File: config.mk
export PLATFORM = sky130hd
export DESIGN_NAME = cam_capture
export DESIGN_NICKNAME = d
export VERILOG_FILES = /design/src/rtl/cam_pkg.sv /design/src/rtl/cam_sync.sv /design/src/rtl/cam_window.sv /design/src/rtl/cam_pack.sv /design/src/rtl/cam_capture.sv
export SDC_FILE = /design/constraint.sdc
export NUM_CORES = 1
export LEC_CHECK = 0
export BUFFER_PORTS_ARGS = -buffer_cell sky130_fd_sc_hd__buf_2
export CAP_MARGIN = 20
export CORE_ASPECT_RATIO = 1.4
export CORE_MARGIN = 8
export CORE_UTILIZATION = 35
export DETAILED_ROUTE_END_ITERATION = 7
export PLACE_DENSITY = 0.6
export SLEW_MARGIN = 15
export SYNTH_ARGS = -nofsm -noshare
export SYNTH_HDL_FRONTEND = slang
export SYNTH_SLANG_ARGS = --single-unit
File: constraint.sdc
create_clock -name clk_i -period 2.5 [get_ports clk_i]
set_input_delay 0.5 -clock clk_i [delete_from_list [all_inputs] [get_ports clk_i]]
set_output_delay 0.5 -clock clk_i [all_outputs]
set_load 0.02 [all_outputs]
File: src/rtl/cam_pkg.sv
package cam_pkg;
  typedef enum logic [1:0] {
    WID_8  = 2'd0,
    WID_10 = 2'd1,
    WID_12 = 2'd2,
    WID_14 = 2'd3
  } width_e;
endpackage

File: src/rtl/cam_sync.sv
module cam_sync #(
  parameter int DW     = 14,
  parameter int STAGES = 2
) (
  input  logic          clk_i,
  input  logic          rst_ni,
  input  logic          pclk_i,
  input  logic          vs_i,
  input  logic          hs_i,
  input  logic [DW-1:0] data_i,
  input  logic          fall_i,
  output logic          stb_o,
  output logic          vs_o,
  output logic          hs_o,
  output logic [DW-1:0] data_o,
  output logic          vs_rise_o,
  output logic          vs_fall_o,
  output logic          hs_fall_o
);
  localparam int VW = DW + 3;

  logic [VW-1:0] pipe_q [STAGES];
  logic [VW-1:0] last_q;
  logic [VW-1:0] cur;

  // data travels with the pixel clock so the edge and its sample stay aligned
  always_ff @(posedge clk_i or negedge rst_ni) begin
    if (!rst_ni) begin
      for (int i = 0; i < STAGES; i++) pipe_q[i] <= '0;
      last_q <= '0;
    end else begin
      pipe_q[0] <= {pclk_i, vs_i, hs_i, data_i};
      for (int i = 1; i < STAGES; i++) pipe_q[i] <= pipe_q[i-1];
      last_q <= pipe_q[STAGES-1];
    end
  end

  assign cur       = pipe_q[STAGES-1];
  assign stb_o     = fall_i ? (last_q[VW-1] & ~cur[VW-1]) : (~last_q[VW-1] & cur[VW-1]);
  assign vs_o      = cur[VW-2];
  assign hs_o      = cur[VW-3];
  assign data_o    = cur[DW-1:0];
  assign vs_rise_o = cur[VW-2] & ~last_q[VW-2];
  assign vs_fall_o = ~cur[VW-2] & last_q[VW-2];
  assign hs_fall_o = ~cur[VW-3] & last_q[VW-3];
endmodule

File: src/rtl/cam_window.sv
module cam_window #(
  parameter int CW = 12
) (
  input  logic          clk_i,
  input  logic          rst_ni,
  input  logic          stb_i,
  input  logic          vs_i,
  input  logic          hs_i,
  input  logic          vs_rise_i,
  input  logic          vs_fall_i,
  input  logic          hs_fall_i,
  input  logic          enable_i,
  input  logic          snapshot_i,
  input  logic          jpeg_i,
  input  logic          crop_en_i,
  input  logic [CW-1:0] crop_x_i,
  input  logic [CW-1:0] crop_y_i,
  input  logic [CW-1:0] crop_w_i,
  input  logic [CW-1:0] crop_h_i,
  input  logic          block_i,
  output logic          accept_o,
  output logic          restart_o,
  output logic          active_o
);
  logic          active_q, done_q;
  logic [CW-1:0] px_q, ln_q;
  logic [CW:0]   px_e, ln_e, x_end, y_end;
  logic          in_x, in_y, in_win;

  assign restart_o = vs_rise_i & enable_i & ~done_q;

  always_ff @(posedge clk_i or negedge rst_ni) begin
    if (!rst_ni) begin
      active_q <= 1'b0;
      done_q   <= 1'b0;
    end else if (!enable_i) begin
      active_q <= 1'b0;
      done_q   <= 1'b0;
    end else if (restart_o) begin
      active_q <= 1'b1;
    end else if (vs_fall_i && active_q) begin
      active_q <= 1'b0;
      done_q   <= snapshot_i;
    end
  end

  always_ff @(posedge clk_i or negedge rst_ni) begin
    if (!rst_ni) begin
      px_q <= '0;
      ln_q <= '0;
    end else begin
      if (!hs_i || vs_rise_i)   px_q <= '0;
      else if (stb_i && vs_i)   px_q <= px_q + 1'b1;
      if (vs_rise_i)            ln_q <= '0;
      else if (hs_fall_i && vs_i) ln_q <= ln_q + 1'b1;
    end
  end

  assign px_e   = {1'b0, px_q};
  assign ln_e   = {1'b0, ln_q};
  assign x_end  = {1'b0, crop_x_i} + {1'b0, crop_w_i};
  assign y_end  = {1'b0, crop_y_i} + {1'b0, crop_h_i};
  assign in_x   = (px_q >= crop_x_i) && (px_e < x_end);
  assign in_y   = (ln_q >= crop_y_i) && (ln_e < y_end);
  assign in_win = ~crop_en_i | jpeg_i | (in_x & in_y);

  assign accept_o = active_q & stb_i & vs_i & hs_i & in_win & ~block_i;
  assign active_o = active_q;
endmodule

File: src/rtl/cam_pack.sv
module cam_pack #(
  parameter int DW = 14
) (
  input  logic             clk_i,
  input  logic             rst_ni,
  input  logic             restart_i,
  input  logic             accept_i,
  input  logic [DW-1:0]    data_i,
  input  cam_pkg::width_e  width_i,
  input  logic             jpeg_i,
  input  logic             tready_i,
  output logic [31:0]      tdata_o,
  output logic             tvalid_o,
  output logic             drop_o
);
  import cam_pkg::*;

  logic [31:0] acc_q, nxt, tdata_q;
  logic [1:0]  cnt_q;
  logic        tvalid_q, byte_mode, last, word_done, free;
  logic [4:0]  nbits;
  logic [15:0] samp;

  always_comb begin
    byte_mode = jpeg_i || (width_i == WID_8);
    nbits     = byte_mode ? 5'd8 : 5'(8 + 2 * int'(width_i));
    samp      = 16'(data_i) & ((16'd1 << nbits) - 16'd1);
    nxt       = acc_q;
    if (byte_mode)     nxt[8*cnt_q +: 8] = samp[7:0];
    else if (cnt_q[0]) nxt[31:16]        = samp;
    else               nxt[15:0]         = samp;
    last      = byte_mode ? (cnt_q == 2'd3) : cnt_q[0];
  end

  assign word_done = accept_i & last;
  assign free      = ~tvalid_q | tready_i;
  assign drop_o    = word_done & ~free;

  always_ff @(posedge clk_i or negedge rst_ni) begin
    if (!rst_ni) begin
      acc_q <= '0;
      cnt_q <= '0;
    end else if (restart_i) begin
      cnt_q <= '0;
    end else if (accept_i) begin
      acc_q <= nxt;
      cnt_q <= last ? 2'd0 : cnt_q + 2'd1;
    end
  end

  always_ff @(posedge clk_i or negedge rst_ni) begin
    if (!rst_ni) begin
      tdata_q  <= '0;
      tvalid_q <= 1'b0;
    end else if (word_done && free) begin
      tdata_q  <= nxt;
      tvalid_q <= 1'b1;
    end else if (tvalid_q && tready_i) begin
      tvalid_q <= 1'b0;
    end
  end

  assign tdata_o  = tdata_q;
  assign tvalid_o = tvalid_q;
endmodule

File: src/rtl/cam_capture.sv
module cam_capture #(
  parameter int DW     = 14,
  parameter int CW     = 12,
  parameter int STAGES = 2
) (
  input  logic          clk_i,
  input  logic          rst_ni,
  input  logic          pclk_i,
  input  logic          vsync_i,
  input  logic          hsync_i,
  input  logic [DW-1:0] pix_i,
  input  logic          enable_i,
  input  logic          snapshot_i,
  input  logic          jpeg_i,
  input  logic          fall_edge_i,
  input  logic [1:0]    width_i,
  input  logic          crop_en_i,
  input  logic [CW-1:0] crop_x_i,
  input  logic [CW-1:0] crop_y_i,
  input  logic [CW-1:0] crop_w_i,
  input  logic [CW-1:0] crop_h_i,
  output logic [31:0]   tdata_o,
  output logic          tvalid_o,
  input  logic          tready_i,
  output logic          overrun_o,
  output logic          active_o
);
  logic          stb, vs, hs, vs_rise, vs_fall, hs_fall;
  logic [DW-1:0] data;
  logic          accept, restart, drop, ovr_q;
  cam_pkg::width_e width;

  assign width = cam_pkg::width_e'(width_i);

  cam_sync #(.DW(DW), .STAGES(STAGES)) u_sync (
    .clk_i, .rst_ni, .pclk_i, .vs_i(vsync_i), .hs_i(hsync_i), .data_i(pix_i),
    .fall_i(fall_edge_i), .stb_o(stb), .vs_o(vs), .hs_o(hs), .data_o(data),
    .vs_rise_o(vs_rise), .vs_fall_o(vs_fall), .hs_fall_o(hs_fall)
  );

  cam_window #(.CW(CW)) u_win (
    .clk_i, .rst_ni, .stb_i(stb), .vs_i(vs), .hs_i(hs), .vs_rise_i(vs_rise),
    .vs_fall_i(vs_fall), .hs_fall_i(hs_fall), .enable_i, .snapshot_i, .jpeg_i,
    .crop_en_i, .crop_x_i, .crop_y_i, .crop_w_i, .crop_h_i, .block_i(ovr_q),
    .accept_o(accept), .restart_o(restart), .active_o
  );

  cam_pack #(.DW(DW)) u_pack (
    .clk_i, .rst_ni, .restart_i(restart), .accept_i(accept), .data_i(data),
    .width_i(width), .jpeg_i, .tready_i, .tdata_o, .tvalid_o, .drop_o(drop)
  );

  // blocks the rest of the frame once a word was lost
  always_ff @(posedge clk_i or negedge rst_ni) begin
    if (!rst_ni)      ovr_q <= 1'b0;
    else if (restart) ovr_q <= 1'b0;
    else if (drop)    ovr_q <= 1'b1;
  end

  assign overrun_o = ovr_q;
endmodule

==> impl_results.md <==
* Outcome: complete, but fails checks
* Failing checks: setup timing
* Crit share post-route at 1.51
* Hold Path Origin: pix_i[7]
* Post-Route Skew at slightly above 7 ps
* Sequential share of the synthesized area at 0.420
* Most common cell after layout, fill and taps aside: buf_4
* Placed insts at 1261
* Area Overhead vs Synth at 43.9%
* Share of cells above drive strength 1 at 0.400
* Root Buffer: clkbuf_16
* Detailed Route Iter0 Violations at 384
* Die height at 193 um
* CP startpoint kind: input port
* Worst-Skew Late Latency at 420 ps
* Fmax at 0.264 GHz
* Total track usage at 0.161
* Max Root-Sink Buffers at 2
* Total die area at 27400 sq um
* Initial Utilization at 0.357
* Post-route minimum period at 3780 ps
* Yosys warns at 0
* I/O pins at 110
* CTS tree: yes
* First-pass GRT wire length at 34700 um
* Fin. max-slew vios at 0
* Mapped cell area at 7810 sq um
* CTS sink count at about 130
* Register bit count reported by yosys at 131
* GPL Wtd Cong at approximately 0.85
* Gate Count Post-Synth at 743
* Std cell rows at 64
* Critical Path Start: crop_x_i[0]
* Max-cap violation count at 0
* Xor-xnor portion of the synthesized cell area at 0.0426
* DR WL/cell at around 16 um
* CTS clock-pin slew for the worst setup and hold paths at about 60 ps
* Total gr overflow at 0
* Most frequent cells in the layout: buf_4 (139), dfrtp_1 (131), buf_2 (99)
* Leak at 5.70 nW
* Main synth FF type: dfrtp_1
* Layout Cells excl Fill at 1325
* Netlist cell types at 66
* Drt drc at 0
* Syn Area/Cell at 10.5 sq um
* Filler cells at ~1.9k
* Complex-gate fraction of the synthesized area at 0.156
* Worst Path Required at 2800 ps
* Reg-to-Reg Start: u_win.ln_q[10]$_DFFE_PN0P_
* Post-synthesis mux area share at 0.0808
* Adder-cell share of the synthesized area at 0.130
* Initial antenna violation count at 1
* CP arrival at roughly 4100 ps
* Layout Utilization at 0.514
* Largest family of logic cells by synthesized area: compound AO/OA/AOI/OAI gates
* VDD IR-drop max at 449 uV
* WL final at 21500 um
* Final worst setup slack at -1280 ps
* Power per cell area at 524 nW/um^2
* RSZ-0062 raised after global routing: yes
* Vias in the first global route at 7025
* DRT antenna net count at 0
* DIE WIDTH at about 140 um
* Via count at approximately 6.5k
* Crit. End Element: register
* Via/cell ratio at 4.94
* # port buffers at 109
* Final net count at 1169
* Number of flops mapped to enable cells by yosys at 0
* Fin. Hold Viols at 0
* Initial DRT Pass Iterations at 4
* CP Class: input port to register
* Async SR Flop Fraction at 1.00
* Setup TNS at -79770 ps
* Largest fanout on the critical path at 8
* Simple-gate portion of the synthesized area at 0.138
* Placeable Area at 21900 sq um
* Slew Limit Headroom at 0.309
* Largest net degree at the start of global routing at 52
* Worst hold path class: input port to register
* Pwr Total at a little under 6 mW
* Mapped Nets at between 800 and 900
* Num CTS Buffers at 17
* H-tree levels at 4
* Slew @ Worst Pin at slightly above 1000 ps
* Setup-failing EPs final at 68
* DP HPWL at 16400 um
## worst paths after layout
path / to / slack, ps / cells past startpoint
worst min-delay path: u_sync.pipe_q[24]$_DFF_PN0_ / 180 / 1
worst min register to register: u_sync.cur[11]$_DFF_PN0_ / 340 / 0
worst max register to register: u_pack.tdata_o[8]$_DFFE_PN0P_ / -390 / 10
worst max-delay path: u_pack.acc_q[23]$_DFFE_PN0P_ / -1280 / 20
max in group asynchronous: u_sync.last_q[15]$_DFF_PN0_ / 1310 / 3
min in group asynchronous: u_pack.tdata_o[16]$_DFFE_PN0P_ / 550 / 2
## area by class of cell
type	count	area (sq um)	share of cell area
timing repair buffer	270	2030	0.180
antenna	1	2.50	0.000223
clock inverter	11	150	0.0134
sequential	131	3280	0.292
multi-input combinational	556	4790	0.426
tap	297	372	0.0331
clock buffer	21	470	0.0419
inverter	38	145	0.0129
## state kept, by name, indices dropped and copies added, names as in the netlist
signal,flops
u_sync.pipe_q,17
u_pack.cnt_q,2
u_win.active_o,1
u_sync.last_q,3
u_sync.cur,17
u_win.px_q,12
overrun_o,1
u_pack.tvalid_o,1
u_pack.acc_q,32
u_win.ln_q,12
u_pack.tdata_o,32
u_win.done_q,1
## worst max-delay path: stages
cell	delay [ps]
buf_8	80
ha_4	140
inv_2	40
fa_2	360
nor2b_4	160
o2111ai_4	140
a31oi_4	260
buf_6	130
nand3_2	50
nand2_1	80
xnor2_1	120
ha_1	270
a21oi_2	180
nor2b_4	60
a2111oi_4	190
a211oi_2	160
buf_4	170
and2_4	140
or4_4	610
a32o_1	240
## cell usage after synthesis, types with 7 or more instances
cell type	count	area, sq um
dfrtp_1	131	3280
ha_1	78	976
nor2_1	54	203
nand2_1	52	195
a21oi_1	43	215
inv_1	37	139
nor2b_1	30	188
o21ai_0	27	135
xor2_1	25	219
nand3_1	22	110
mux2_1	21	236
a22o_1	18	158
a32o_1	16	160
mux2_4	14	210
nor3_1	14	70.1
xnor2_1	13	114
mux2_2	11	124
a22oi_1	10	75.1
nand4_1	9	56.3
and3_1	8	50.1
clkbuf_1	8	30.0
a211oi_1	7	52.6
a21o_1	7	52.6
## where the power goes
group	switching [mW]	internal, mW	leakage [nW]
clock network	0.927	1.65	0.300
registers	0.0541	2.19	1.74
logic	0.512	0.541	3.66
total	1.49	4.39	5.70
## per-layer routing
layer  vias to the layer above  share of wire  track usage  routed length (um)
met4                         0          0.031       0.0808                 664
met2                       114           0.54        0.295               11500
met3                        32          0.033       0.0337                 713
met1                      3155           0.40        0.171                8590
met5                         -              0            0                   0
li1                       3244              -            -                   -
## cell families (layout without fill, tap and decap cells)
kind of cell	count (synthesis)	count (layout)
simple gates	217	217
flops	131	131
mux	52	52
xor+xnor	38	38
other cells	0	1
compound gates	169	169
fa+ha+maj	80	80
buf+inv	56	340
## metrics by stage
stage	setup WS [ps]	cell area [sq um]	hold WS, ps
floorplan	-1290	8160	204
global placement	-1720	10000	333
detailed placement	-1750	10000	335
CTS	-1190	11000	166
global route	-1420	11200	163
finish	-1280	11200	183
## what timing repair did
action | CTS | global route
hold endpoints to repair | 36 | 0
endpoints found under the setup margin | 68 | 68
gates resized for setup | 41 | 27
hold buffers | 1 | 0
cloned | 4 | 1
pin swaps | 34 | 41
buffers inserted | 14 | 13
Note: power is estimated with default switching activity, not from simulation.
